File: config.mk
export PLATFORM = sky130hd
export DESIGN_NAME = manch_rx
export DESIGN_NICKNAME = d
export VERILOG_FILES = /design/src/rtl/manch_pkg.sv /design/src/rtl/manch_line_sync.sv /design/src/rtl/manch_bit_timer.sv /design/src/rtl/manch_edge_window.sv /design/src/rtl/manch_rx.sv
export SDC_FILE = /design/constraint.sdc
export NUM_CORES = 1
export LEC_CHECK = 0
export ABC_AREA = 1
export ABC_CLOCK_PERIOD_IN_PS = 2800
export BUFFER_PORTS_ARGS = -buffer_cell sky130_fd_sc_hd__clkbuf_2
export CORE_AREA = 4 4 53 67
export CTS_CLUSTER_DIAMETER = 100
export DETAILED_ROUTE_END_ITERATION = 10
export DIE_AREA = 0 0 57 71
export PLACE_DENSITY_LB_ADDON = 0.25
export SLEW_MARGIN = 20
export SYNTH_ARGS = -nofsm -noshare
export SYNTH_HDL_FRONTEND = slang
export SYNTH_HIERARCHICAL = 1
export SYNTH_SLANG_ARGS = --single-unit
File: constraint.sdc
create_clock -name clk -period 2.8 [get_ports clk]
set_input_delay 0.42 -clock clk [delete_from_list [all_inputs] [get_ports clk]]
set_output_delay 0.42 -clock clk [all_outputs]
set_load 0.01 [all_outputs]
File: src/rtl/manch_pkg.sv
package manch_pkg;

    localparam int NOM_BIT_TICKS = 16;
    localparam int JITTER_TOL    = 1;
    localparam int EARLY_LIMIT   = 4;
    localparam int LATE_LIMIT    = 3;

    typedef enum logic [2:0] {
        ZN_BOUNDARY,
        ZN_CENTER,
        ZN_EARLY,
        ZN_LATE,
        ZN_SLIP
    } zone_e;

    typedef enum logic [1:0] {
        ADJ_NONE,
        ADJ_SHORT,
        ADJ_LONG
    } adj_e;

    typedef struct packed {
        logic seen;
        logic level;
    } line_ev_t;

    function automatic zone_e zone_of(input int off);
        if (off >= -JITTER_TOL && off <= JITTER_TOL)
            return ZN_CENTER;
        else if (off >= -EARLY_LIMIT && off < -JITTER_TOL)
            return ZN_EARLY;
        else if (off > JITTER_TOL && off <= LATE_LIMIT)
            return ZN_LATE;
        else if (off == -(EARLY_LIMIT + 1) || off == LATE_LIMIT + 1)
            return ZN_SLIP;
        else
            return ZN_BOUNDARY;
    endfunction

endpackage

File: src/rtl/manch_line_sync.sv
module manch_line_sync #(
    parameter int STAGES = 2
) (
    input  logic                clk,
    input  logic                rst,
    input  logic                tick,
    input  logic                rxd,
    output manch_pkg::line_ev_t ev
);
    logic [STAGES-1:0] chain_q;
    logic              prev_q;

    always_ff @(posedge clk) begin
        if (rst) begin
            chain_q <= '1;
            prev_q  <= 1'b1;
        end else begin
            chain_q <= {chain_q[STAGES-2:0], rxd};
            if (tick)
                prev_q <= chain_q[STAGES-1];
        end
    end

    always_comb begin
        ev.seen  = tick && (chain_q[STAGES-1] != prev_q);
        ev.level = chain_q[STAGES-1];
    end
endmodule

File: src/rtl/manch_bit_timer.sv
module manch_bit_timer #(
    parameter int NOM_LEN = 16,
    parameter int PW      = 5
) (
    input  logic             clk,
    input  logic             rst,
    input  logic             clr,
    input  logic             tick,
    input  logic             restart,
    input  manch_pkg::adj_e  adj,
    output logic [PW-1:0]    phase,
    output logic             at_end
);
    import manch_pkg::*;

    localparam int MID = NOM_LEN / 2;

    logic [PW-1:0] phase_q;
    logic [PW-1:0] len_q;

    assign phase  = phase_q;
    assign at_end = (phase_q == len_q - 1'b1);

    always_ff @(posedge clk) begin
        if (rst || clr) begin
            phase_q <= '0;
            len_q   <= PW'(NOM_LEN);
        end else if (tick) begin
            if (restart) begin
                phase_q <= PW'(MID + 1);
                len_q   <= PW'(NOM_LEN);
            end else if (at_end) begin
                phase_q <= '0;
                len_q   <= PW'(NOM_LEN);
            end else begin
                phase_q <= phase_q + 1'b1;
                case (adj)
                    ADJ_SHORT: len_q <= PW'(NOM_LEN - 1);
                    ADJ_LONG:  len_q <= PW'(NOM_LEN + 1);
                    default:   len_q <= len_q;
                endcase
            end
        end
    end
endmodule

File: src/rtl/manch_edge_window.sv
module manch_edge_window #(
    parameter int NOM_LEN = 16,
    parameter int PW      = 5
) (
    input  logic [PW-1:0]    phase,
    output manch_pkg::zone_e zone,
    output logic             deadline
);
    import manch_pkg::*;

    localparam int MID      = NOM_LEN / 2;
    localparam int LAST_POS = MID + LATE_LIMIT + 1;

    always_comb begin
        zone     = zone_of(int'(phase) - MID);
        deadline = (int'(phase) == LAST_POS);
    end
endmodule

File: src/rtl/manch_rx.sv
module manch_rx #(
    parameter int NOM_LEN     = manch_pkg::NOM_BIT_TICKS,
    parameter int SYNC_STAGES = 2
) (
    input  logic clk,
    input  logic rst,
    input  logic samp_en,
    input  logic rxd,
    input  logic comp_en,
    input  logic dec_en,
    output logic bit_out,
    output logic bit_valid,
    output logic sync_err
);
    import manch_pkg::*;

    localparam int PW = $clog2(NOM_LEN + 2);

    line_ev_t      ev;
    zone_e         zone;
    adj_e          adj;
    logic [PW-1:0] phase;
    logic          at_end;
    logic          deadline;
    logic          locked;
    logic          mid_seen;
    logic          in_mid;
    logic          acquire;
    logic          good;
    logic          err;

    manch_line_sync #(.STAGES(SYNC_STAGES)) u_sync (
        .clk  (clk),
        .rst  (rst),
        .tick (samp_en),
        .rxd  (rxd),
        .ev   (ev)
    );

    manch_edge_window #(.NOM_LEN(NOM_LEN), .PW(PW)) u_window (
        .phase    (phase),
        .zone     (zone),
        .deadline (deadline)
    );

    manch_bit_timer #(.NOM_LEN(NOM_LEN), .PW(PW)) u_timer (
        .clk     (clk),
        .rst     (rst),
        .clr     (!dec_en),
        .tick    (samp_en),
        .restart (acquire),
        .adj     (adj),
        .phase   (phase),
        .at_end  (at_end)
    );

    always_comb begin
        in_mid  = (zone == ZN_CENTER) || (zone == ZN_EARLY) || (zone == ZN_LATE);
        acquire = dec_en && !locked && ev.seen;
        good    = locked && ev.seen && in_mid && !mid_seen;
        err     = locked && samp_en &&
                  ((ev.seen && ((zone == ZN_SLIP) || (in_mid && mid_seen))) ||
                   (deadline && !mid_seen));
        adj     = ADJ_NONE;
        if (good && comp_en) begin
            if (zone == ZN_EARLY)
                adj = ADJ_SHORT;
            else if (zone == ZN_LATE)
                adj = ADJ_LONG;
        end
    end

    always_ff @(posedge clk) begin
        if (rst || !dec_en) begin
            locked    <= 1'b0;
            mid_seen  <= 1'b0;
            bit_out   <= 1'b0;
            bit_valid <= 1'b0;
            sync_err  <= 1'b0;
        end else begin
            bit_valid <= good;
            sync_err  <= err;
            if (good)
                bit_out <= ev.level;
            if (acquire)
                locked <= 1'b1;
            else if (err)
                locked <= 1'b0;
            if (acquire || good)
                mid_seen <= 1'b1;
            else if (samp_en && at_end)
                mid_seen <= 1'b0;
        end
    end
endmodule

# ---- Word-level counts from Yosys, hierarchy flattened
# Cells that the tools add are included.
dict set report op_classes {
  reduce_logical 30
  shifts 0
  add_sub_neg 3
  n_mux 16
  n_div 0
  n_eq_ne 11
  n_bitwise 0
  magnitude_cmp 6
  multipliers 0
}
# operator n
set op_table {}
lappend op_table {{32-bit by 4-bit equality test with 1-bit output, second input constant} 2}
lappend op_table {{32-bit by 1-bit >= comparator with 1-bit output, second input constant} 1}
lappend op_table {{32-bit by 3-bit >= comparator with 1-bit output, second input constant} 1}
lappend op_table {{32-bit by 2-bit > comparator with 1-bit output, second input constant} 1}
lappend op_table {{32-bit by 2-bit less-or-equal comparator with 1-bit output, second input constant} 1}
lappend op_table {{32-bit by 3-bit less-or-equal comparator with 1-bit output, second input constant} 1}
lappend op_table {{32-bit by 1-bit less-than comparator with 1-bit output, second input constant} 1}
lappend op_table {{5-bit two-way mux} 4}
lappend op_table {{1-bit logical AND} 16}
lappend op_table {{3-bit two-way mux} 4}
lappend op_table {{5-bit one-hot mux with 2 select lines} 1}
lappend op_table {{1-bit logical OR} 7}
lappend op_table {{3-bit by 2-bit equality test with 1-bit output, second input constant} 2}
lappend op_table {{2-bit two-way mux} 3}
lappend op_table {{5-bit by 4-bit subtractor with 6-bit output, second input constant} 1}
lappend op_table {{5-bit by 1-bit adder with 5-bit output, second input constant} 1}
lappend op_table {{5-bit equality test} 1}
lappend op_table {{5-bit equality test, second input constant} 1}
lappend op_table {{5-bit by 1-bit subtractor with 5-bit output, second input constant} 1}
lappend op_table {{1-bit two-way mux} 4}
lappend op_table {{2-bit nonzero test} 2}
lappend op_table {{4-bit nonzero test} 1}
lappend op_table {{3-bit by 1-bit equality test with 1-bit output, second input constant} 1}
lappend op_table {{3-bit equality test, second input constant} 1}
lappend op_table {{other kinds (5)} 7}
dict set report totals {
  mem_bits_rw 0
  wordCells 75
  latchBits 0
  memories 0
  mem_bits_ro 0
  register_bits 18
}

# ---- Logic depth before layout (Yosys ltp)
dict set report logic_depth {
  word_depth 18
  depth_mapped 22
}

# ---- By module
# The synthesis kept the hierarchy.
# mod area_each_um2 seq_area_each_um2 n_inst cells_per_inst
set by_module_without_submodules {}
lappend by_module_without_submodules {manch_bit_timer 530.5 160.2 1 77}
lappend by_module_without_submodules {manch_rx 302.8 100.1 1 43}
lappend by_module_without_submodules {manch_edge_window 126.4 0.0 1 27}
lappend by_module_without_submodules {manch_line_sync 115.1 60.1 1 15}

# ---- Worst setup path after synthesis
# Ideal clock, no wire load.
dict set report synth_path {
  kind {register to register}
  start {register u_timer.phase_q[3], in the netlist u_timer/phase[3]}
  end {register u_timer.len_q[3]}
  arrival_time_ps 2301
  slack_ps 384
  stages_incl_launch_ff 23
  cell_sequence {dfxtp_1 inv_1 ha_1 nand2_1 nor2_1 nand2_1 nand2_1 nand2_1 nand2_1 inv_2 nand2_4 nand2_2 nor2_4 nand3_2 nor2_1 inv_1 ha_1 inv_1 nand3_1 nand2_1 clkinv_1 nand2_1 nor2_1}
}
dict set report synth_between {
  word_cells_on_any_way 36
  classes_between {add/sub: 1; order compare: 6; eq/ne: 8; mux: 10; reduce/logical: 11}
}
# element line
set synth_lines {}
lappend synth_lines {{start, declared} manch_bit_timer.sv:18} ;# logic [PW-1:0] phase_q;
lappend synth_lines {{start signal, assigned} manch_bit_timer.sv:30} ;# phase_q <= PW'(MID + 1);
lappend synth_lines {{start signal, assigned} manch_bit_timer.sv:36} ;# phase_q <= phase_q + 1'b1;
lappend synth_lines {{5-bit by 4-bit subtractor with 6-bit output *} manch_edge_window.sv:15} ;# zone = zone_of(int'(phase) - MID);
lappend synth_lines {{32-bit by 2-bit > comparator with 1-bit output or 32-bit by 3-bit less-or-equal comparator with 1-bit output (tied branches)} manch_pkg.sv:32} ;# else if (off > JITTER_TOL && off <= LATE_LIMIT)
lappend synth_lines {{1-bit logical AND} manch_pkg.sv:32}
lappend synth_lines {{3-bit two-way mux} manch_pkg.sv:32}
lappend synth_lines {{3-bit two-way mux} manch_pkg.sv:30} ;# else if (off >= -EARLY_LIMIT && off < -JITTER_TOL)
lappend synth_lines {{3-bit two-way mux *} manch_pkg.sv:28} ;# if (off >= -JITTER_TOL && off <= JITTER_TOL)
lappend synth_lines {{named net zone[0]} manch_rx.sv:20} ;# zone_e zone;
lappend synth_lines {{3-bit by 1-bit equality test with 1-bit output or 3-bit by 2-bit equality test with 1-bit output (tied branches)} {manch_rx.sv:58, manch_rx.sv:66}}
lappend synth_lines {{1-bit logical OR (2 in series)} manch_rx.sv:58} ;# in_mid = (zone == ZN_CENTER) || (zone == ZN_EARLY) || (zone == ZN_LATE);
lappend synth_lines {{1-bit logical AND (2 in series)} manch_rx.sv:60} ;# good = locked && ev.seen && in_mid && !mid_seen;
lappend synth_lines {{1-bit logical AND} manch_rx.sv:65} ;# if (good && comp_en) begin
lappend synth_lines {{2-bit two-way mux *} manch_rx.sv:65}
lappend synth_lines {{named net adj[0]} manch_rx.sv:21} ;# adj_e adj;
lappend synth_lines {{2-bit equality test or 2-bit by 1-bit equality test with 1-bit output (tied branches)} manch_bit_timer.sv:37} ;# case (adj)
lappend synth_lines {{5-bit one-hot mux with 2 select lines} manch_bit_timer.sv:37}
lappend synth_lines {{5-bit two-way mux} manch_bit_timer.sv:32} ;# end else if (at_end) begin
lappend synth_lines {{5-bit two-way mux} manch_bit_timer.sv:29} ;# if (restart) begin
lappend synth_lines {{end signal, assigned} manch_bit_timer.sv:31} ;# len_q <= PW'(NOM_LEN);
lappend synth_lines {{end signal, assigned} manch_bit_timer.sv:34} ;# len_q <= PW'(NOM_LEN);
lappend synth_lines {{end signal, assigned} manch_bit_timer.sv:38} ;# ADJ_SHORT: len_q <= PW'(NOM_LEN - 1);
lappend synth_lines {{end, declared} manch_bit_timer.sv:19} ;# logic [PW-1:0] len_q;
# The timed path passes the listed nets; every way through them passes the cells marked *. The select of a mux whose other input is x is not followed.
# A chain may end at the register's enable or synchronous reset.

# ---- Final worst setup path
# Same ends and word-level chain as after synthesis.

==> run_results.csv <==
group,metric,value,unit
outcome,outcome,"finished clean",
clock_tree,clock-sinks,16,
power,p_leak,0.5595,nW
floorplanning,core,0.002918,mm²
logic_synthesis,synthTopCellsByArea,"dfxtp_1, nand2_1, inv_1",
floorplanning,io_pins,9,
worst_setup_path,crit_family,"simple AND/OR/NAND/NOR gates",
logic_synthesis,synth.top_cell.area_share,29.80,%
hold_path,hp-class,"in2reg",
sta,fin_crit,2.461,ns
worst_setup_path,crit_chain,"inv_1 > ha_1 > nand2_1 > nor2_1 > nand2_1 > nand2_1 > nand2_1 > nand2_1 > inv_2 > nand2_4 > nand2_2 > nor2_4 > nand3_2 > nor2_1 > inv_1 > ha_1 > inv_1 > nand3_1 > nand2_1 > clkinv_1 > nand2_1 > nor2_1",
worst_setup_path,endpoint_kind,"flop",
logic_synthesis,synthCells,162,
clock_tree,clock_latency,0.28,ns
finish,nets,187,
global_routing,antenna_found_initial,0,
sta,grt_setup_unrepaired,"no",
power,p_per_area,333.3,mW/mm²
worst_setup_path,arrival,2.65,ns
sta,max_slew_margin,79.13,%
sta,drv_slew,0,
global_routing,gr-total-overflow,0,
sta,fmax,406.3,MHz
logic_synthesis,synth_top_area_cell,"dfxtp_1",
clock_tree,post_cts_buffers,0,
clock_tree,cts_buffers,3,
finish,area_growth,9.662,%
clock_tree,cts_tree,"built",
placement,dp_hpwl,1629,µm
placement,gp_congestion,0.8304,
placement,io_buffers,8,
clock_tree,clk_path_buf_depth,2,
worst_setup_path,critPathKind,"reg2reg",
global_routing,grt_pass1_wl,3601,µm
global_routing,grt.total_usage,10.70,%
clock_tree,ctsHoldBuffers,0,
logic_synthesis,synthesis.area,0.001075,mm²
finish,drive_gt1_share,19.65,%
clock_tree,clkTransAtPathRegs,0.09,ns
global_routing,grt_max_degree,15,
detailed_routing,routed_via_density,4.545,
finish,diodes,0,
detailed_routing,drtAntennaViolNets,0,
logic_synthesis,yosysSeqAreaShare,29.80,%
sta,hold_viol,0,
floorplanning,chipHeight,71,µm
clock_tree,cts_resized,0,
worst_setup_path,cp_max_fo,3,
worst_setup_path,cpMaxStageDelayCell,"dfxtp_1",
detailed_routing,drc,0,
worst_setup_path,worst-path-buf-inv,5,
finish,final_core_util,40.39,%
detailed_routing,vias,950,
floorplanning,die-area,0.004047,mm²
floorplanning,rows,22,
floorplanning,start_util,36.84,%
worst_setup_path,critPathMaxStageDelay,0.35,ns
detailed_routing,post_drt_wl_per_cell,9.498,µm
sta,finalCritPeriodShare,87.89,%
worst_setup_path,required,2.98,ns
logic_synthesis,avgSynthCellArea,6.634,µm²
detailed_routing,drtPass1Iterations,4,
global_routing,first_global_vias,855,
worst_setup_path,cp_common_cell,"nand2_1",
logic_synthesis,ys.warnings.count,6,
detailed_routing,wirelength,1985,µm
sta,setup_tns,0,ns
sta,finClkSkew,0.004603,ns
logic_synthesis,yosys_register_bits,16,
logic_synthesis,yosysUniqueCellTypes,26,
flow_run,cap_violations,0,
detailed_routing,drt_iter0_markers,12,
sta,setup_viol,0,
finish,fillers,333,
clock_tree,htreeDepth,1,
power,ir_drop,0.2540,mV
worst_setup_path,cp-start-kind,"flop",
clock_tree,root_buffer,"clkbuf_4",
logic_synthesis,syn_nets,174,
power,finalPower,0.0003929,W
sta,tightest_slew,0.3118,ns
floorplanning,die_x,57,µm
-- sequential cells by signal, indices dropped and copies added (netlist names) --
name            flops
u_sync/chain_q      2
u_timer/phase       5
u_timer/len_q       3
locked              1
bit_out             1
u_sync/prev_q       1
sync_err            1
bit_valid           1
mid_seen            1
-- per-stage QoR --
step           hold WS (ns)  worst slack [ns]  instances  cell area [µm²]
2_1_floorplan        0.3832            0.3843        162             1075
3_5_place_dp         0.4112            0.3271        206             1156
5_1_grt              0.3431           0.01586        209             1179
6_report             0.3173            0.3389        209             1179
4_1_cts              0.3157            0.3073        209             1179
3_3_place_gp         0.3989            0.3706        206             1156
-- cells by family after synthesis --
group | Yosys count | synth area share (%)
AND/OR/NAND/NOR | 88 | 40.05
buffers and inverters | 35 | 13.27
flip-flops | 16 | 29.80
AO/OA/AOI/OAI | 14 | 7.450
adder cells (fa/ha/maj) | 6 | 6.985
XOR/XNOR | 3 | 2.445
-- power by group --
group,total (W),leakage [nW],internal (W),switching (W)
registers,0.000236,0.130,0.000232,0.00000420
clock network,0.000117,0.0138,0.0000499,0.0000674
logic,0.0000397,0.416,0.0000142,0.0000255
-- per-layer routing --
metal	part of all wire (%)	vias to the layer above	GRT usage (%)
li1	-	515	-
met1	46	419	13.41
met2	51	12	18.17
met3	2.1	4	1.277
met4	1.5	0	4.639
met5	0	-	0
-- cells in the final DEF (no fill, tap or decap), types with 2 or more instances in the layout --
master,synthesis,final
nand3_2,3,3
inv_1,28,28
clkbuf_2,0,8
o21ai_0,6,6
ha_1,6,6
nand3_1,9,9
dfxtp_1,16,16
nand2_1,41,41
xor2_1,2,2
or2_1,2,2
nand2_2,7,7
a21oi_1,5,5
buf_4,1,2
nand4_1,2,2
inv_2,4,4
nor2_1,17,17
nor2_2,3,3
clkbuf_4,0,3
-- cell type report --
class / instances / area, µm² / area share (%)
Sequential cell: 16 / 320.3 / 27.18
Inverter: 33 / 123.9 / 10.51
Tap cell: 36 / 45.04 / 3.822
Clock buffer: 3 / 22.52 / 1.911
Multi-Input combinational cell: 111 / 611.8 / 51.91
Timing Repair Buffer: 10 / 55.05 / 4.671
-- final timing paths --
kind,depth (start not counted),slack [ns],from,end
max,22,0.34,u_timer/phase[3]$_SDFFE_PP0P_,u_timer/len_q[3]$_SDFFE_PP0P_
min,2,0.32,rxd,u_sync/chain_q[0]$_SDFF_PP1_
max reg2reg,22,0.34,u_timer/phase[3]$_SDFFE_PP0P_,u_timer/len_q[3]$_SDFFE_PP0P_
min reg2reg,1,0.43,u_sync/chain_q[0]$_SDFF_PP1_,u_sync/chain_q[1]$_SDFF_PP1_
-- synthesized netlist by cell type, drive strengths merged --
| master | number |
|---|---|
| nand4 | 2 |
| dfxtp | 16 |
| ha | 6 |
| xnor2 | 1 |
| clkinv | 1 |
| buf | 2 |
| nand3b | 1 |
| o21ai | 7 |
| nor2 | 22 |
| inv | 32 |
| nand3 | 12 |
| or2 | 2 |
| a31oi | 1 |
| xor2 | 2 |
| a21oi | 5 |
| nand2 | 49 |
| a21boi | 1 |
(Power assumes the default switching activity.)
